`config.mk`:
```
export PLATFORM = sky130hd
export DESIGN_NAME = pbus_master
export DESIGN_NICKNAME = d
export VERILOG_FILES = /design/src/rtl/pbus_pkg.sv /design/src/rtl/pbus_strobe.sv /design/src/rtl/pbus_seq.sv /design/src/rtl/pbus_master.sv
export SDC_FILE = /design/constraint.sdc
export NUM_CORES = 1
export LEC_CHECK = 0
export ABC_AREA = 0
export ABC_CLOCK_PERIOD_IN_PS = 3700
export CAP_MARGIN = 20
export CORE_MARGIN = 5
export CORE_UTILIZATION = 40
export CTS_CLUSTER_SIZE = 20
export DETAILED_ROUTE_END_ITERATION = 8
export GPL_TIMING_DRIVEN = 0
export PLACE_DENSITY_LB_ADDON = 0.15
export SYNTH_ARGS = -nofsm -noshare
export SYNTH_HDL_FRONTEND = slang
export SYNTH_SLANG_ARGS = --single-unit
```
`constraint.sdc`:
```
create_clock -name clk -period 3.7 [get_ports clk]
set_clock_uncertainty 0.2 [all_clocks]
set_input_delay 0.74 -clock clk [delete_from_list [all_inputs] [get_ports clk]]
set_output_delay 0.74 -clock clk [all_outputs]
set_load 0.05 [all_outputs]
```
`src/rtl/pbus_pkg.sv`:
```
package pbus_pkg;

    typedef enum logic [1:0] {
        OP_CMD_WR  = 2'd0,
        OP_DAT_WR  = 2'd1,
        OP_STAT_RD = 2'd2,
        OP_DAT_RD  = 2'd3
    } op_e;

    typedef enum logic [2:0] {
        PH_IDLE,
        PH_SETUP,
        PH_HIGH,
        PH_HOLD,
        PH_REST
    } phase_e;

    typedef enum logic [1:0] {
        Q_IDLE,
        Q_POLL,
        Q_MAIN
    } seq_e;

    // Whole clock cycles covering ns, never less than one.
    function automatic int ns2cyc(input int ns, input int clk_ns);
        int c;
        c = (ns + clk_ns - 1) / clk_ns;
        return (c < 1) ? 1 : c;
    endfunction

    function automatic int imax(input int a, input int b);
        return (a > b) ? a : b;
    endfunction

endpackage

```
`src/rtl/pbus_strobe.sv`:
```
module pbus_strobe
    import pbus_pkg::*;
#(
    parameter int DW        = 8,
    parameter int N_SEL     = 2,
    parameter int SETUP_CYC = 2,
    parameter int HIGH_CYC  = 5,
    parameter int HOLD_CYC  = 1,
    parameter int REST_CYC  = 2
) (
    input  logic                     clk,
    input  logic                     rst,
    input  logic                     start,
    input  logic                     acc_dsel,
    input  logic                     acc_rd,
    input  logic [$clog2(N_SEL)-1:0] acc_tgt,
    input  logic [DW-1:0]            acc_wdata,
    output logic                     fin,
    output logic [DW-1:0]            smp,
    output logic                     bus_dsel,
    output logic                     bus_rd,
    output logic                     bus_en,
    output logic [N_SEL-1:0]         bus_sel,
    output logic                     bus_oe,
    output logic [DW-1:0]            bus_dout,
    input  logic [DW-1:0]            bus_din
);
    localparam int TW    = $clog2(N_SEL);
    localparam int MAXC  = imax(imax(SETUP_CYC, HIGH_CYC), imax(HOLD_CYC, REST_CYC));
    localparam int CW    = $clog2(MAXC + 1);

    phase_e          ph;
    logic [CW-1:0]   cnt;
    logic            dsel_q;
    logic            rd_q;
    logic [TW-1:0]   tgt_q;
    logic [DW-1:0]   wd_q;
    logic            drive;
    logic            last;

    assign last = (cnt == '0);

    always_ff @(posedge clk) begin
        if (rst) begin
            ph     <= PH_IDLE;
            cnt    <= '0;
            dsel_q <= 1'b0;
            rd_q   <= 1'b1;
            tgt_q  <= '0;
            wd_q   <= '0;
            smp    <= '0;
        end else begin
            unique case (ph)
                PH_IDLE: begin
                    if (start) begin
                        dsel_q <= acc_dsel;
                        rd_q   <= acc_rd;
                        tgt_q  <= acc_tgt;
                        wd_q   <= acc_wdata;
                        cnt    <= CW'(SETUP_CYC - 1);
                        ph     <= PH_SETUP;
                    end
                end
                PH_SETUP: begin
                    if (last) begin
                        cnt <= CW'(HIGH_CYC - 1);
                        ph  <= PH_HIGH;
                    end else begin
                        cnt <= cnt - 1'b1;
                    end
                end
                PH_HIGH: begin
                    if (last) begin
                        smp <= bus_din;
                        cnt <= CW'(HOLD_CYC - 1);
                        ph  <= PH_HOLD;
                    end else begin
                        cnt <= cnt - 1'b1;
                    end
                end
                PH_HOLD: begin
                    if (last) begin
                        cnt <= CW'(REST_CYC - 1);
                        ph  <= PH_REST;
                    end else begin
                        cnt <= cnt - 1'b1;
                    end
                end
                PH_REST: begin
                    if (last) begin
                        ph <= PH_IDLE;
                    end else begin
                        cnt <= cnt - 1'b1;
                    end
                end
                default: ph <= PH_IDLE;
            endcase
        end
    end

    assign drive    = (ph == PH_SETUP) || (ph == PH_HIGH) || (ph == PH_HOLD);
    assign fin      = (ph == PH_REST) && last;
    assign bus_en   = (ph == PH_HIGH);
    assign bus_rd   = drive ? rd_q : 1'b1;
    assign bus_dsel = drive & dsel_q;
    assign bus_oe   = drive & ~rd_q;
    assign bus_dout = bus_oe ? wd_q : '0;

    for (genvar k = 0; k < N_SEL; k++) begin : g_sel
        assign bus_sel[k] = drive && (tgt_q == TW'(k));
    end

endmodule

```
`src/rtl/pbus_seq.sv`:
```
module pbus_seq
    import pbus_pkg::*;
#(
    parameter int DW         = 8,
    parameter int N_SEL      = 2,
    parameter int BUSY_LIMIT = 3
) (
    input  logic                     clk,
    input  logic                     rst,
    input  logic                     req_valid,
    output logic                     req_ready,
    input  logic [1:0]               req_op,
    input  logic [$clog2(N_SEL)-1:0] req_tgt,
    input  logic [DW-1:0]            req_data,
    output logic                     rsp_done,
    output logic [DW-1:0]            rsp_data,
    output logic                     rsp_timeout,
    output logic                     launch,
    output logic                     acc_dsel,
    output logic                     acc_rd,
    output logic [$clog2(N_SEL)-1:0] acc_tgt,
    output logic [DW-1:0]            acc_wdata,
    input  logic                     fin,
    input  logic [DW-1:0]            smp
);
    localparam int TW       = $clog2(N_SEL);
    localparam int PW       = $clog2(BUSY_LIMIT + 1);
    localparam int BUSY_BIT = DW - 1;

    seq_e          st;
    op_e           op_q;
    logic [TW-1:0] tgt_q;
    logic [DW-1:0] wd_q;
    logic [PW-1:0] polls;

    always_ff @(posedge clk) begin
        if (rst) begin
            st          <= Q_IDLE;
            op_q        <= OP_CMD_WR;
            tgt_q       <= '0;
            wd_q        <= '0;
            polls       <= '0;
            launch      <= 1'b0;
            rsp_done    <= 1'b0;
            rsp_timeout <= 1'b0;
            rsp_data    <= '0;
        end else begin
            launch      <= 1'b0;
            rsp_done    <= 1'b0;
            rsp_timeout <= 1'b0;
            unique case (st)
                Q_IDLE: begin
                    if (req_valid) begin
                        op_q   <= op_e'(req_op);
                        tgt_q  <= req_tgt;
                        wd_q   <= req_data;
                        polls  <= '0;
                        launch <= 1'b1;
                        st     <= (op_e'(req_op) == OP_STAT_RD) ? Q_MAIN : Q_POLL;
                    end
                end
                Q_POLL: begin
                    if (fin) begin
                        if (smp[BUSY_BIT]) begin
                            if (polls == PW'(BUSY_LIMIT - 1)) begin
                                rsp_done    <= 1'b1;
                                rsp_timeout <= 1'b1;
                                rsp_data    <= '0;
                                st          <= Q_IDLE;
                            end else begin
                                polls  <= polls + 1'b1;
                                launch <= 1'b1;
                            end
                        end else begin
                            launch <= 1'b1;
                            st     <= Q_MAIN;
                        end
                    end
                end
                Q_MAIN: begin
                    if (fin) begin
                        rsp_done <= 1'b1;
                        rsp_data <= acc_rd ? smp : '0;
                        st       <= Q_IDLE;
                    end
                end
                default: st <= Q_IDLE;
            endcase
        end
    end

    assign req_ready = (st == Q_IDLE);
    assign acc_rd    = (st == Q_POLL) || (op_q == OP_STAT_RD) || (op_q == OP_DAT_RD);
    assign acc_dsel  = (st == Q_MAIN) && ((op_q == OP_DAT_WR) || (op_q == OP_DAT_RD));
    assign acc_tgt   = tgt_q;
    assign acc_wdata = wd_q;

endmodule

```
`src/rtl/pbus_master.sv`:
```
module pbus_master
    import pbus_pkg::*;
#(
    parameter int DW         = 8,
    parameter int N_SEL      = 2,
    parameter int CLK_NS     = 20,
    parameter int T_ASU_NS   = 140,
    parameter int T_AH_NS    = 10,
    parameter int T_HIGH_NS  = 450,
    parameter int T_LOW_NS   = 450,
    parameter int T_CYC_NS   = 1000,
    parameter int T_DSU_NS   = 200,
    parameter int T_RDLY_NS  = 320,
    parameter int BUSY_LIMIT = 1000
) (
    input  logic                     clk,
    input  logic                     rst,
    input  logic                     req_valid,
    output logic                     req_ready,
    input  logic [1:0]               req_op,
    input  logic [$clog2(N_SEL)-1:0] req_tgt,
    input  logic [DW-1:0]            req_data,
    output logic                     rsp_done,
    output logic [DW-1:0]            rsp_data,
    output logic                     rsp_timeout,
    output logic                     bus_dsel,
    output logic                     bus_rd,
    output logic                     bus_en,
    output logic [N_SEL-1:0]         bus_sel,
    output logic                     bus_oe,
    output logic [DW-1:0]            bus_dout,
    input  logic [DW-1:0]            bus_din
);
    localparam int TW        = $clog2(N_SEL);
    localparam int SETUP_CYC = ns2cyc(T_ASU_NS, CLK_NS);
    localparam int HOLD_CYC  = ns2cyc(T_AH_NS, CLK_NS);
    localparam int HIGH_CYC  = imax(imax(ns2cyc(T_HIGH_NS, CLK_NS), ns2cyc(T_DSU_NS, CLK_NS)),
                                    ns2cyc(T_RDLY_NS, CLK_NS) + 1);
    localparam int LOW_NEED  = imax(ns2cyc(T_LOW_NS, CLK_NS), ns2cyc(T_CYC_NS, CLK_NS) - HIGH_CYC);
    localparam int REST_CYC  = imax(1, LOW_NEED - HOLD_CYC - SETUP_CYC);

    logic          launch;
    logic          acc_dsel;
    logic          acc_rd;
    logic [TW-1:0] acc_tgt;
    logic [DW-1:0] acc_wdata;
    logic          fin;
    logic [DW-1:0] smp;

    pbus_seq #(
        .DW(DW), .N_SEL(N_SEL), .BUSY_LIMIT(BUSY_LIMIT)
    ) u_seq (
        .clk(clk), .rst(rst),
        .req_valid(req_valid), .req_ready(req_ready), .req_op(req_op),
        .req_tgt(req_tgt), .req_data(req_data),
        .rsp_done(rsp_done), .rsp_data(rsp_data), .rsp_timeout(rsp_timeout),
        .launch(launch), .acc_dsel(acc_dsel), .acc_rd(acc_rd),
        .acc_tgt(acc_tgt), .acc_wdata(acc_wdata),
        .fin(fin), .smp(smp)
    );

    pbus_strobe #(
        .DW(DW), .N_SEL(N_SEL), .SETUP_CYC(SETUP_CYC), .HIGH_CYC(HIGH_CYC),
        .HOLD_CYC(HOLD_CYC), .REST_CYC(REST_CYC)
    ) u_strobe (
        .clk(clk), .rst(rst), .start(launch),
        .acc_dsel(acc_dsel), .acc_rd(acc_rd), .acc_tgt(acc_tgt), .acc_wdata(acc_wdata),
        .fin(fin), .smp(smp),
        .bus_dsel(bus_dsel), .bus_rd(bus_rd), .bus_en(bus_en), .bus_sel(bus_sel),
        .bus_oe(bus_oe), .bus_dout(bus_dout), .bus_din(bus_din)
    );

endmodule

```
## After elaboration in Yosys (flattened, before gate mapping)

Index checks and enable logic that the tools add are counted.

- Input bits: 22
- Logic and storage cells: 113
- Flip-flop bits (word level): 61
- Output and inout port bits: 25

- Eq/ne operators: 24
- Bitwise logic cells: 5
- Reduce and logical (&&, ||, !) cells: 24
- Add/subtract/negate cells: 2
- Muxes and demuxes: 42

Operator list:

| kind | number |
|---|---|
| 8-bit two-way mux | 6 |
| 10-bit two-way mux | 4 |
| 5-bit two-way mux | 5 |
| 5-bit case mux with 5 select lines | 1 |
| 10-bit case mux with 2 select lines | 1 |
| 8-bit case mux with 2 select lines | 1 |
| 3-bit two-way mux | 5 |
| 3-bit case mux with 5 select lines | 1 |
| 5-bit AND reduction | 3 |
| 2-bit two-way mux | 6 |
| 2-bit by 1-bit != test with 1-bit output (second input constant) | 6 |
| 2-bit != test (second input constant) | 6 |
| 10-bit by 1-bit adder with 10-bit output (second input constant) | 1 |
| 10-bit equality test (second input constant) | 1 |
| 1-bit two-way mux | 9 |
| 2-bit equality test (second input constant) | 4 |
| 3-bit by 2-bit equality test with 1-bit output (second input constant) | 2 |
| 2-bit case mux with 3 select lines | 1 |
| 2-bit AND reduction | 3 |
| 5-bit logical NOT | 1 |
| 1-bit logical OR | 5 |
| 5-bit nonzero test | 1 |
| 5-bit by 1-bit subtractor with 5-bit output (second input constant) | 1 |
| 2-bit by 1-bit equality test with 1-bit output (second input constant) | 2 |
| other kinds (13) | 21 |

## Logic depth before layout (Yosys ltp)

Gate-level depths: netlist of run 1.

- Word-level depth: 6
- Depth in mapped cells: 7
- Gate-level depth less buffers: 6

## By module

Synthesis of run 1 repeated with hierarchy kept, for this count alone.

- Cell total of the unflattened synthesis: 369
- Area total of the unflattened synthesis: 2,996.6 µm²

By module, submodules not included:

| module | cells each | times used | seq. area each (µm²) | area an instance (µm²) |
|---|---|---|---|---|
| pbus_seq | 201 | 1 | 680.7 | 1,680.4 |
| pbus_strobe | 168 | 1 | 540.5 | 1,316.3 |

## Least setup slack after synthesis of run 1

OpenSTA, ideal clock, no wires.

- Path kind: register to output
- Start point: register u_strobe.ph[0]
- End point: output port bus_rd
- Required time: 2,760 ps
- Slack: -137 ps
- Cell stages (with the launch flop): 5
- Arrival time: 2,897 ps
- Path buffers: 1
- Cells stage by stage: dfxtp_1 buf_1 nor2_1 nor3_1 inv_1

- Word-level cells in the longest chain between the ends: 4
- Elaborated cells between the ends (all ways): 6
- Those cells by class: eq/ne (3); mux (1); reduce/logical (2)

Ends and longest elaborated chain:

| what | line | text |
|---|---|---|
| start, declared | pbus_strobe.sv:32 | `phase_e ph;` |
| start signal, assigned | pbus_strobe.sv:45 | `ph <= PH_IDLE;` |
| start signal, assigned | pbus_strobe.sv:61 | `ph <= PH_SETUP;` |
| start signal, assigned | pbus_strobe.sv:67 | `ph <= PH_HIGH;` |
| 3-bit by 1-bit equality test with 1-bit output / 3-bit by 2-bit equality test with 1-bit output (equally long branches) | pbus_strobe.sv:101 | `assign drive = (ph == PH_SETUP) \|\| (ph == PH_HIGH) \|\| (ph == PH_HOLD);` |
| 1-bit logical OR | pbus_strobe.sv:101 |  |
| 1-bit logical OR (*) | pbus_strobe.sv:101 |  |
| 1-bit two-way mux (*) | pbus_strobe.sv:104 | `assign bus_rd = drive ? rd_q : 1'b1;` |
| end, declared | pbus_master.sv:27 | `output logic bus_rd,` |

Mark *: on every way between the ends. The rest lies on a longest branch, timed or not.

## Worst setup path in the final report of run 1

- Start point: register u_strobe.ph[1]
- End point: output port bus_en

- Word-level cells in the longest chain between the ends: 1

Ends and longest elaborated chain:

| what | line | text |
|---|---|---|
| 3-bit by 2-bit equality test with 1-bit output | pbus_strobe.sv:103 | `assign bus_en = (ph == PH_HIGH);` |
| end, declared | pbus_master.sv:28 | `output logic bus_en,` |

Every way passes these cells.

==> impl_metrics.csv, run 1 <==
group,metric,value,unit
routing,drt_iter0_markers,182,
placement,hpwl,5.14,mm
floorplan,num_rows,30,
sta,fin_crit_sh,96.6,%
logic_synthesis,synthArstFlopShare,0,%
logic_synthesis,synth_ff_type,"dfxtp_1",
critical_path,path_class,"reg2out",
critical_path,worstPathRequired,2.76,ns
logic_synthesis,yosys-top-cells-count,"nand2_1 (76), dfxtp_1 (61), a21oi_1 (41), clkbuf_1 (13), nand3_1 (13)",
final_layout,fillers,680,
critical_path,rrSetupSlack,1.02,ns
routing,finalWirelength,7.16,mm
sta,max_freq,0.280,GHz
power,ir_drop,0.248,mV
final_layout,fin_util,53.8,%
critical_path,crit_arrival,2.63,ns
power,total_power,2470,uW
flow_run,max-cap-violations,0,
routing,viasPerCell,5.32,
power,p_per_area,672,mW/mm^2
logic_synthesis,synth_area_leaders,"dfxtp_1 (43%), nand2_1 (10%), a21oi_1 (7.2%), o2bb2ai_1 (2.8%), ha_1 (2.7%)",
logic_synthesis,synth_area_per_cell,8.38,sq um
clock_tree,htree_num_levels,3,
floorplan,core,0.00683,sq mm
routing,ant_nets,0,
global_routing,grt_pass1_wl,12.1,mm
sta,period_needed,3.57,ns
logic_synthesis,synth_top_area_cell,"dfxtp_1",
power,p_leak,0.00129,uW
clock_tree,path_clk_slew,0.07,ns
global_routing,grt_usage,17.4,%
clock_tree,root_buffer,"clkbuf_8",
critical_path,cp-end-kind,"output pin",
critical_path,startpoint_type,"register",
logic_synthesis,yosysUniqueCellTypes,55,
clock_tree,insertion_delay,0.34,ns
sta,hold_viol,0,
routing,drt_pre_antenna_iters,4,
final_layout,final_layout_size_suffix_gt1_share,6.50,%
routing,drc,0,
final_layout,finalNetCount,423,
placement,post-place-ws,0.217,ns
logic_synthesis,ys_warn_count,0,
placement,place_congestion,0.832,
logic_synthesis,synth_edf_count,0,
clock_tree,cts_tree,"done",
floorplan,die_x,94.2,microns
clock_tree,cts_buffers,9,
logic_synthesis,netlist_instances,338,
global_routing,antenna_found_initial,0,
sta,setup_ws,0.126,ns
sta,worstMarginPinSlew,0.894,ns
critical_path,r2r_cells,7,
final_layout,diodes,0,
logic_synthesis,ys_seq_elements,61,
global_routing,grt_pass1_vias,2528,
sta,timing.hold.ws,0.254,ns
outcome,status,"complete, no violations",
placement,io_buffers,46,
logic_synthesis,synth_top_area_share,43.1,%
logic_synthesis,synth_fp_nets,366,
global_routing,overflow,0,
clock_tree,clk_path_buf_depth,2,
routing,vias,2640,
clock_tree,cts_sinks,61,
worst_hold_path,hold_class,"reg2reg",
logic_synthesis,ys_seq_area_share,43.1,%
final_layout,multi_input_comb_area,0.00152,sq mm
final_layout,regArea,0.00122,sq mm
routing,wl_per_cell,14.4,microns
critical_path,rr_startpoint,"u_strobe.cnt[0]$_SDFFE_PP0P_",
floorplan,die_h,94.2,microns
logic_synthesis,yosysMostFrequentCell,"nand2_1",
worst_hold_path,hp-start,"u_seq.rsp_data[7]$_SDFFE_PP0P_",
worst_hold_path,holdPathEnd,"u_seq.rsp_data[7]$_SDFFE_PP0P_",
sta,slew_violations,0,
global_routing,grt_max_degree,11,
critical_path,path_max_fanout,10,
worst_hold_path,hold_depth,2,
floorplan,dieArea,0.00887,sq mm
logic_synthesis,synth_area,0.00283,sq mm
sta,slew_headroom,40.3,%
sta,setup_viol,0,
floorplan,pin_count,47,
final_layout,syn_to_final_growth,29.9,%
floorplan,initial_utilization,41.5,%
sta,rsz0062_at_grt,"true",
critical_path,r2r-end,"u_seq.polls[6]$_SDFFE_PP0P_",
worst max-delay path by stage:
| stage | startpoint | cells past startpoint | slack (ns) | to |
|---|---|---|---|---|
| after detailed placement | u_strobe.ph[0]$_SDFFE_PP0P_ | 5 | 0.22 | bus_dout[0] |
| after floorplan | u_strobe.ph[0]$_SDFFE_PP0P_ | 4 | 0.52 | bus_dout[0] |
| after global placement | u_strobe.ph[0]$_SDFFE_PP0P_ | 5 | 0.24 | bus_dout[0] |
| after CTS | u_strobe.ph[0]$_SDFFE_PP0P_ | 4 | 0.08 | bus_oe |
| final | u_strobe.ph[1]$_SDFFE_PP0P_ | 3 | 0.13 | bus_en |
| after global routing | u_strobe.ph[0]$_SDFFE_PP0P_ | 5 | -0.01 | bus_rd |
registers in the layout (all words and copies together) (netlist names), 2 cells and up:
name             cells
u_seq.acc_wdata      8
u_seq.op_q           2
u_seq.polls         10
u_seq.rsp_data       8
u_seq.st             2
u_strobe.cnt         5
u_strobe.ph          3
u_strobe.smp         8
u_strobe.wd_q        8
final cells by class:
| type | instances | area share (%) |
|---|---|---|
| multi-input cells | 251 | 41.4 |
| flip-flops and latches | 61 | 33.2 |
| repair buffers | 46 | 12.4 |
| clock buffers | 13 | 4.59 |
| well taps | 96 | 3.27 |
| clock inverters | 3 | 2.45 |
| plain buffers | 15 | 1.56 |
| inverters | 11 | 1.12 |
worst max-delay path, stage by stage, from the launching register on:
cell and delay (ns):
dfxtp_1 0.32, clkbuf_1 0.38, nor3b_2 0.66, clkdlybuf4s50_1 0.93
power by group:
part           internal (uW)  switching (uW)
Clock                    503             260
Combinational            319             583
Sequential               738            69.0
Total                   1560             912
layout by cell type (no fill, tap or decap), types with 3 or more instances in the layout:
cell type / instances
nand3_1: 13
dfxtp_1: 61
ha_1: 6
o21ai_0: 7
a21oi_1: 41
o31ai_1: 5
clkbuf_1: 14
clkdlybuf4s50_1: 36
or3_1: 7
and2_1: 10
clkbuf_8: 12
nand2_1: 76
nor2b_1: 3
nor2_1: 7
a211oi_1: 3
o2bb2ai_1: 9
or4_1: 6
dlygate4sd2_1: 8
mux2i_1: 4
bufinv_16: 3
nand4b_1: 3
inv_1: 11
nor3_1: 6
repair_timing:
action / 4_1_cts / 5_1_grt
endpoints found under the hold margin: 0 / 0
hold buffers: 0 / 0
gates resized for setup: 9 / 2
endpoints found under the setup margin: 9 / 3
pin swaps: 0 / 0
setup buffers: 0 / 0
stage by stage:
step	std cells	instance area, sq um	setup TNS [ns]
after CTS	496	3670	0
after global placement	480	3420	0
after global routing	496	3680	-0.0112
after detailed placement	480	3420	0
final	496	3680	0
after floorplan	338	2840	0
per-layer routing:
metal | vias up | GRT usage (%) | share of wire [%]
met1 | 1243 | 22.9 | 48
met2 | 51 | 27.1 | 47
met3 | 12 | 3.04 | 4.0
met4 | 0 | 8.66 | 1.9
met5 | - | 0 | 0
li1 | 1334 | - | -
cells by family after synthesis:
| kind of cell | synth area share [%] |
|---|---|
| xor+xnor | 0.928 |
| mux | 1.81 |
| flops | 43.1 |
| compound gates | 20.5 |
| buf+inv | 3.49 |
| fa+ha+maj | 2.65 |
| simple gates | 27.5 |
No activity file was read; power rests on OpenSTA's default activity.
==> run 2, diff against run 1 <==
--- a/config.mk
+++ b/config.mk
@@ -14,6 +14,7 @@
 export DETAILED_ROUTE_END_ITERATION = 8
 export GPL_TIMING_DRIVEN = 0
 export PLACE_DENSITY_LB_ADDON = 0.15
+export SKIP_CTS_REPAIR_TIMING = 1
 export SYNTH_ARGS = -nofsm -noshare
 export SYNTH_HDL_FRONTEND = slang
 export SYNTH_SLANG_ARGS = --single-unit
==> impl_metrics.csv, run 2 (synthesis gave the netlist of run 1 again) <==
group,metric,value,unit
sta,period_needed,3.52,ns
sta,fin_crit_sh,95.1,%
global_routing,grt_max_degree,11,
clock_tree,path_clk_slew,0.07,ns
flow_run,max-cap-violations,0,
floorplan,pin_count,47,
clock_tree,cts_sinks,61,
routing,viasPerCell,5.34,
worst_hold_path,hold_depth,2,
outcome,status,"complete, no violations",
global_routing,grt_usage,17.4,%
sta,slew_headroom,41.5,%
routing,ant_nets,0,
power,netSwitchingFraction,36.8,%
power,ir_drop,0.259,mV
sta,rsz0062_at_grt,"false",
clock_tree,cts_tree,"done",
routing,drc,0,
sta,setup_viol,0,
sta,max_freq,0.284,GHz
floorplan,die_x,94.2,microns
critical_path,path_max_fanout,10,
critical_path,crit_arrival,2.58,ns
routing,wl_per_cell,14.4,microns
critical_path,startpoint_type,"register",
global_routing,antenna_found_initial,0,
final_layout,diodes,0,
global_routing,overflow,0,
global_routing,use_met1,23.0,%
floorplan,num_rows,30,
critical_path,worstPathRequired,2.76,ns
worst_hold_path,hold_class,"reg2reg",
power,pwr-share-comb,36.1,%
clock_tree,root_buffer,"clkbuf_8",
power,p_sw,910,uW
sta,slew_violations,0,
placement,io_buffers,46,
power,total_power,2470,uW
global_routing,grt_pass1_wl,12.1,mm
floorplan,initial_utilization,41.5,%
power,p_per_area,668,mW/mm^2
clock_tree,htree_num_levels,3,
final_layout,layout_commonest_cell,"nand2_1",
routing,drt_pre_antenna_iters,4,
final_layout,layout_common_cells,"nand2_1 (76), dfxtp_1 (61), a21oi_1 (41), clkdlybuf4s50_1 (40)",
global_routing,grt_pass1_vias,2531,
power,internal_power,1560,uW
clock_tree,insertion_delay,0.34,ns
critical_path,r2r_cells,6,
final_layout,stdcell_area,0.00370,sq mm
sta,timing.hold.ws,0.257,ns
sta,worstMarginPinSlew,0.875,ns
final_layout,final_layout_size_suffix_gt1_share,6.77,%
critical_path,cp-end-kind,"output pin",
global_routing,grt_use_met3,3.04,%
sta,hold_viol,0,
global_routing,use_met2,27.1,%
clock_tree,clk_path_buf_depth,2,
sta,finalSetupTns,0,ns
routing,drt_iter0_markers,155,
placement,post_dp_cell_area,0.00342,sq mm
placement,hpwl,5.14,mm
routing,vias,2644,
placement,place_congestion,0.832,
power,power_frac_seq,33.1,%
power,p_leak,0.00133,uW
floorplan,die_h,94.2,microns
final_layout,finalNetCount,422,
floorplan,core,0.00683,sq mm
routing,finalWirelength,7.14,mm
critical_path,path_class,"reg2out",
final_layout,largest_register_ffs,10,
final_layout,top_register,"u_seq.polls",
clock_tree,cts_buffers,9,
final_layout,syn_to_final_growth,30.5,%
power,clkPwrFrac,30.8,%
global_routing,busiest_layer,"met2",
floorplan,dieArea,0.00887,sq mm
==> run 2: cell types whose count changed in the layout (fill, tap and decap cells not counted), sizes merged <==
cell / delta
clkdlybuf4s50: +4
buf: -1
dlygate4sd2: -8
dlymetal6s2s: +4
==> run 2: power groups by stage <==
stage / Clock, uW / Sequential (uW) / Combinational [uW]
floorplan: 0 / 800 / 673
global placement: 0 / 817 / 884
detailed placement: 0 / 821 / 894
CTS: 777 / 806 / 898
global route: 804 / 828 / 994
finish: 761 / 818 / 891
==> run 2: through the flow <==
stage          setup WS [ns]  std cells  utilization, %
2_1_floorplan          0.521        338               -
3_3_place_gp           0.240        480            50.0
3_5_place_dp           0.217        480            50.0
4_1_cts               -0.180        496            53.8
5_1_grt               0.0610        495            54.1
6_report               0.180        495            54.1
==> run 2: layout make-up <==
type	count	area [sq um]
plain buffers	14	55.1
clock buffers	13	169
clock inverters	3	90.1
fillers	679	3140
inverters	11	41.3
multi-input cells	251	1520
flip-flops and latches	61	1220
well taps	96	120
repair buffers	46	475
==> run 2: metal layers <==
metal	routed length, microns	share of wire (%)
met1	3480	49
met2	3300	46
met3	209	2.9
met4	150	2.1
met5	0	0
==> run 2: path summary, 6_finish.rpt <==
kind                                         end  slack, ns                     startpoint
setup / recovery                     bus_dout[2]       0.18    u_strobe.ph[0]$_SDFFE_PP0P_
hold / removal     u_strobe.wd_q[0]$_SDFFE_PP0P_       0.26  u_strobe.wd_q[0]$_SDFFE_PP0P_
setup reg to reg  u_seq.rsp_data[7]$_SDFFE_PP0P_       0.98   u_strobe.cnt[0]$_SDFFE_PP0P_
hold reg to reg    u_strobe.wd_q[0]$_SDFFE_PP0P_       0.26  u_strobe.wd_q[0]$_SDFFE_PP0P_
==> run 2: worst max-delay path: stages, from the launching register on <==
cell and delay [ns]:
dfxtp_1 0.33, clkbuf_2 0.21, nor2_1 0.66, nor3_4 0.14
and2_1 0.21, clkdlybuf4s50_1 0.69
